### src/rtl/ipi_tmr_pkg.sv
package ipi_tmr_pkg;

    localparam int VEC_W  = 4;
    localparam int DATA_W = 64;
    localparam int SEL_W  = 3;

    // Bit positions inside a control-register write
    localparam int CTL_POST_LSB = 12;
    localparam int CTL_CLR_LSB  = 8;
    localparam int CTL_TCLR_LSB = 4;
    localparam int CTL_ACK_BIT  = 28;

    // Positions inside a control-register read
    localparam int RD_IPI_LSB = 8;
    localparam int RD_TMR_LSB = 4;

    typedef enum logic [SEL_W-1:0] {
        SEL_CTRL     = 3'd0,
        SEL_IPI_POST = 3'd1,
        SEL_IPI_CLR  = 3'd2,
        SEL_TMR_CLR  = 3'd3,
        SEL_IPI_STAT = 3'd4,
        SEL_TMR_STAT = 3'd5
    } reg_sel_e;

    typedef struct packed {
        logic [VEC_W-1:0] ipi_post;
        logic [VEC_W-1:0] ipi_clr;
        logic [VEC_W-1:0] tmr_clr;
        logic             zero_mask;
        logic             unsupported;
    } wr_cmd_t;

endpackage

### src/rtl/ipi_cmd_decode.sv
module ipi_cmd_decode
    import ipi_tmr_pkg::*;
#(
    parameter int NCPU = 4
) (
    input  logic              acc_en,
    input  logic              acc_wr,
    input  logic [SEL_W-1:0]  acc_sel,
    input  logic [DATA_W-1:0] acc_wdata,
    output wr_cmd_t           cmd
);
    localparam logic [VEC_W-1:0] LIVE = VEC_W'((1 << NCPU) - 1);

    logic [VEC_W-1:0] low_mask;
    logic             ctl_fields_used;

    assign low_mask        = acc_wdata[VEC_W-1:0] & LIVE;
    assign ctl_fields_used = (|acc_wdata[CTL_POST_LSB+VEC_W-1:CTL_TCLR_LSB])
                           | acc_wdata[CTL_ACK_BIT];

    always_comb begin
        cmd = '0;
        if (acc_en && acc_wr) begin
            case (reg_sel_e'(acc_sel))
                SEL_CTRL: begin
                    cmd.ipi_post    = acc_wdata[CTL_POST_LSB +: VEC_W] & LIVE;
                    cmd.ipi_clr     = acc_wdata[CTL_CLR_LSB  +: VEC_W] & LIVE;
                    cmd.tmr_clr     = acc_wdata[CTL_TCLR_LSB +: VEC_W] & LIVE;
                    cmd.unsupported = !ctl_fields_used;
                end
                SEL_IPI_POST: begin
                    cmd.ipi_post  = low_mask;
                    cmd.zero_mask = (low_mask == '0);
                end
                SEL_IPI_CLR: begin
                    cmd.ipi_clr   = low_mask;
                    cmd.zero_mask = (low_mask == '0);
                end
                SEL_TMR_CLR: begin
                    cmd.tmr_clr   = low_mask;
                    cmd.zero_mask = (low_mask == '0);
                end
                default: cmd.unsupported = 1'b1;
            endcase
        end
    end
endmodule

### src/rtl/ipi_pend_vec.sv
module ipi_pend_vec
    import ipi_tmr_pkg::*;
#(
    parameter int NCPU       = 4,
    parameter bit CLEAR_LAST = 1'b1
) (
    input  logic             clk,
    input  logic             rst_n,
    input  logic [VEC_W-1:0] set_v,
    input  logic [VEC_W-1:0] clr_v,
    output logic [VEC_W-1:0] pend
);
    localparam logic [VEC_W-1:0] LIVE = VEC_W'((1 << NCPU) - 1);

    logic [VEC_W-1:0] nxt;

    generate
        if (CLEAR_LAST) begin : g_clear_last
            assign nxt = (pend | set_v) & ~clr_v;
        end else begin : g_set_last
            assign nxt = (pend & ~clr_v) | set_v;
        end
    endgenerate

    always_ff @(posedge clk or negedge rst_n) begin
        if (!rst_n) pend <= '0;
        else        pend <= nxt & LIVE;
    end
endmodule

### src/rtl/ipi_tmr_irq_unit.sv
module ipi_tmr_irq_unit
    import ipi_tmr_pkg::*;
#(
    parameter int NCPU = 4
) (
    input  logic              clk,
    input  logic              rst_n,
    input  logic              acc_en,
    input  logic              acc_wr,
    input  logic [2:0]        acc_sel,
    input  logic [63:0]       acc_wdata,
    input  logic [1:0]        acc_cpu,
    input  logic              tick,
    output logic [3:0]        ipi_irq,
    output logic [3:0]        tmr_irq,
    output logic              rd_valid,
    output logic [63:0]       rd_data,
    output logic              warn_dup_post,
    output logic              warn_spur_clr,
    output logic              err_zero_mask,
    output logic              err_unsupported
);
    localparam logic [VEC_W-1:0] LIVE = VEC_W'((1 << NCPU) - 1);

    wr_cmd_t          cmd;
    logic [VEC_W-1:0] ipi_post_v;
    logic [VEC_W-1:0] ipi_clr_v;
    logic [VEC_W-1:0] tick_v;
    logic             dup_hit;
    logic             spur_hit;
    logic             rd_req;
    logic [DATA_W-1:0] rd_mux;

    ipi_cmd_decode #(.NCPU(NCPU)) u_dec (
        .acc_en    (acc_en),
        .acc_wr    (acc_wr),
        .acc_sel   (acc_sel),
        .acc_wdata (acc_wdata),
        .cmd       (cmd)
    );

    assign ipi_post_v = cmd.ipi_post;
    assign ipi_clr_v  = cmd.ipi_clr;
    assign tick_v     = tick ? LIVE : '0;

    // IPI: a post and a clear of one bit in one write ends cleared
    ipi_pend_vec #(.NCPU(NCPU), .CLEAR_LAST(1'b1)) u_ipi (
        .clk   (clk),
        .rst_n (rst_n),
        .set_v (ipi_post_v),
        .clr_v (ipi_clr_v),
        .pend  (ipi_irq)
    );

    // Timer: a tick beats a same-cycle clear
    ipi_pend_vec #(.NCPU(NCPU), .CLEAR_LAST(1'b0)) u_tmr (
        .clk   (clk),
        .rst_n (rst_n),
        .set_v (tick_v),
        .clr_v (cmd.tmr_clr),
        .pend  (tmr_irq)
    );

    assign dup_hit  = |(ipi_post_v & ipi_irq);
    assign spur_hit = |(ipi_clr_v & ~(ipi_irq | ipi_post_v));
    assign rd_req   = acc_en && !acc_wr;

    always_comb begin
        rd_mux = '0;
        case (reg_sel_e'(acc_sel))
            SEL_CTRL: begin
                rd_mux[RD_IPI_LSB +: VEC_W] = ipi_irq;
                rd_mux[RD_TMR_LSB +: VEC_W] = tmr_irq;
                rd_mux[1:0]                 = acc_cpu;
            end
            SEL_IPI_STAT: rd_mux[VEC_W-1:0] = ipi_irq;
            SEL_TMR_STAT: rd_mux[VEC_W-1:0] = tmr_irq;
            default:      rd_mux = '0;
        endcase
    end

    always_ff @(posedge clk or negedge rst_n) begin
        if (!rst_n) begin
            warn_dup_post   <= 1'b0;
            warn_spur_clr   <= 1'b0;
            err_zero_mask   <= 1'b0;
            err_unsupported <= 1'b0;
            rd_valid        <= 1'b0;
            rd_data         <= '0;
        end else begin
            warn_dup_post   <= dup_hit;
            warn_spur_clr   <= spur_hit;
            err_zero_mask   <= cmd.zero_mask;
            err_unsupported <= cmd.unsupported;
            rd_valid        <= rd_req;
            rd_data         <= rd_req ? rd_mux : '0;
        end
    end
endmodule

### config.mk
export PLATFORM = sky130hd
export DESIGN_NAME = ipi_tmr_irq_unit
export DESIGN_NICKNAME = d
export VERILOG_FILES = /design/src/rtl/ipi_tmr_pkg.sv /design/src/rtl/ipi_cmd_decode.sv /design/src/rtl/ipi_pend_vec.sv /design/src/rtl/ipi_tmr_irq_unit.sv
export SDC_FILE = /design/constraint.sdc
export NUM_CORES = 1
export LEC_CHECK = 0
export BUFFER_PORTS_ARGS = -buffer_cell sky130_fd_sc_hd__buf_4
export CAP_MARGIN = 20
export CORE_ASPECT_RATIO = 1.4
export CORE_MARGIN = 3
export CORE_UTILIZATION = 41
export CTS_BUF_LIST = sky130_fd_sc_hd__clkbuf_4 sky130_fd_sc_hd__clkbuf_8
export DETAILED_ROUTE_END_ITERATION = 8
export PLACE_DENSITY_LB_ADDON = 0.15
export SYNTH_ARGS = -nofsm -noshare
export SYNTH_HDL_FRONTEND = slang
export SYNTH_SLANG_ARGS = --single-unit
### constraint.sdc
create_clock -name clk -period 2 [get_ports clk]
set_input_delay 0.3 -clock clk [delete_from_list [all_inputs] [get_ports clk]]
set_output_delay 0.3 -clock clk [all_outputs]
set_load 0.05 [all_outputs]
==> metrics.yaml <==
grt_overflow: 0
clock-root-buffer: "clkbuf_8"
postLayoutCoreUtil_pct: 50.3
setup_viol: 0
antenna_cells: 0
cap_violations: 0
ys_seq_elements: 25
ctsHoldBuffers: 1
cts_setup_buffers: 0
synth_xor_xnor_area_share_pct: 0
viasPerCell: 4.70
grt_pass1_wl_mm: 5.28
die_h_microns: 80.0
gp_congestion: 0.777
synth_area_sq_mm: 0.00160
synth_top_cell_by_area: "dfrtp_1"
cts_inserted_buffers: 3
max_freq_ghz: 0.768
die_area_sq_mm: 0.00471
synth-edff-count: 0
cts_tree: "built"
synth_top_family_by_area: "buffers and inverters"
grt_pass1_vias: 1158
outcome: "completed"
hp-class: "in -> reg"
initial_utilization_pct: 43.3
finalCritPeriodShare_pct: 65.1
crit_type: "in -> reg"
synth-simple-area-share_pct: 15.6
ys.flop_type: "dfrtp_1"
tns_ps: 0
seq_power_share_pct: 40.4
grt_usage_pct: 14.9
crit_start: "acc_sel[0]"
final_nets: 293
power_mw: 1.42
combPwrFrac_pct: 39.0
grt_setup_unrepaired: "no"
wl_per_cell_microns: 13.6
num_rows: 26
clockPowerShare_pct: 20.5
skew_ps: 1.69
critPathRequiredTime_ps: 2140
async_flop_share_pct: 100
relSlewSlack_pct: 63.1
cts-resized-gates: 0
synthTopCellsByCount: "53 x buf_4, 25 x dfrtp_1, 9 x a21oi_1, 9 x and2_1, 9 x nor2_1"
synth.distinct_cells: 35
yosysMostFrequentCell: "buf_4"
tightest_slew_ps: 549
synth_adder_area_share_pct: 0
vdd_ir_drop_max_mv: 0.378
routed_wl_mm: 3.53
worst_setup_path_end_kind: "register"
yosys-mux-area-fraction_pct: 6.94
syn_to_final_growth_pct: 16.2
yosysWarnings: 0
antenna_left: 0
cts_sinks: 25
pwr_density_cell_mw_per_mm2: 764
hold_viol_final: 0
synth_compound_area_share_pct: 11.2
clk_path_buf_depth: 2
ys_top_cells_by_area: "dfrtp_1 39%, buf_4 25%, and2_1 3.5%, a21oi_1 2.8%, mux2_2 2.8%"
design.core.area_sq_mm: 0.00371
grt_max_degree: 26
cts_max_level: 1
place.detailed.hpwl_mm: 2.90
vias: 1222
path_clk_slew_ps: 80
clock_latency_ps: 260
ys_seq_area_share_pct: 39.0
io_buffers: 51
drive_above_1_share_pct: 28.9
report.final.slew_viol_count: 0
drc: 0
switching_share_pct: 43.6
first_pass_iters: 4
yosysTopAreaCellShare_pct: 39.0
p_sw_uw: 621
leakage_nw: 0.969
cp-start-kind: "primary input"
min-delay-start: "tick"
min_period_ps: 1300
drt_iter0_drc: 38
top_level_ports: 151
r2r_start: "u_ipi.pend[2]$_DFF_PN0_"
antenna_found_initial: 0
synthesis.area_per_instance_sq_um: 9.55
power.internal_uw: 803
critPathMaxFanout: 20
syn_inst: 168
die_w_microns: 58.9
arrival_ps: 1450
per-stage QoR:
stage               area [sq um]  cells  hold WS (ps)  setup WS (ps)
floorplan                   1800    219          4.41            613
global placement            1810    255           213            413
detailed placement          1810    255           218            408
CTS                         1860    260           251            690
global route                1860    260           261            615
finish                      1860    260           252            697
sequential cells by signal, summed over array words and instances (netlist names):
register / cells
err_unsupported: 1
err_zero_mask: 1
rd_data: 12
rd_valid: 1
u_ipi.pend: 4
u_tmr.pend: 4
warn_dup_post: 1
warn_spur_clr: 1
cell type report:
class	count	area, sq um
Clock buffer	3	41.3
Clock inverter	1	5.00
Fill cell	372	1840
Inverter	3	11.3
Multi-Input combinational cell	134	736
Sequential cell	25	626
Tap cell	42	52.6
Timing Repair Buffer	52	393
power groups by stage:
stage,logic [mW],clock network [mW],registers [mW]
6_report,0.556,0.292,0.576
5_1_grt,0.585,0.319,0.581
4_1_cts,0.555,0.296,0.577
3_5_place_dp,0.553,0,0.587
3_3_place_gp,0.550,0,0.585
2_1_floorplan,0.398,0,0.677
critical path, stage by stage:
cell	delay (ps)
buf_4	230
mux2_4	330
a22o_1	240
a221oi_1	240
nor3_1	90
worst paths after layout:
path | slack (ps) | endpoint | cells past startpoint
max reg2reg | 820 | warn_dup_post$_DFF_PN0_ | 3
min reg2reg | 550 | rd_data[4]$_DFF_PN0_ | 1
max in group asynchronous | 1300 | u_ipi.pend[0]$_DFF_PN0_ | 2
min in group asynchronous | 460 | rd_data[1]$_DFF_PN0_ | 2
max | 700 | warn_dup_post$_DFF_PN0_ | 5
min | 250 | u_tmr.pend[1]$_DFF_PN0_ | 2
routing by layer:
metal / track usage [%] / vias to the layer above / routed length [microns]
met4: 7.71 / 0 / 46
met1: 17.0 / 555 / 1290
met5: 0 / - / 0
met2: 26.1 / 86 / 1800
met3: 2.27 / 4 / 394
li1: - / 577 / -
cell families after synthesis:
group | count (synthesis)
and+or+nand+nor | 44
other | 1
buffers and inverters | 60
muxes | 10
DFF | 25
AOI/OAI and AO/OA | 28
placed cells by master (no fill, tap or decap), drive strengths merged, types with 4 or more instances in the layout:
| master | synthesis | routed |
|---|---|---|
| nor4 | 4 | 4 |
| nand2 | 5 | 5 |
| nor2 | 9 | 9 |
| nor3 | 5 | 5 |
| mux2i | 4 | 4 |
| dfrtp | 25 | 25 |
| mux2 | 6 | 6 |
| nand2b | 6 | 6 |
| conb | 1 | 52 |
| o21ai | 5 | 5 |
| and2 | 9 | 9 |
| a31oi | 4 | 4 |
| a21oi | 10 | 10 |
| buf | 56 | 51 |
Power figures use the tool's default switching activity.
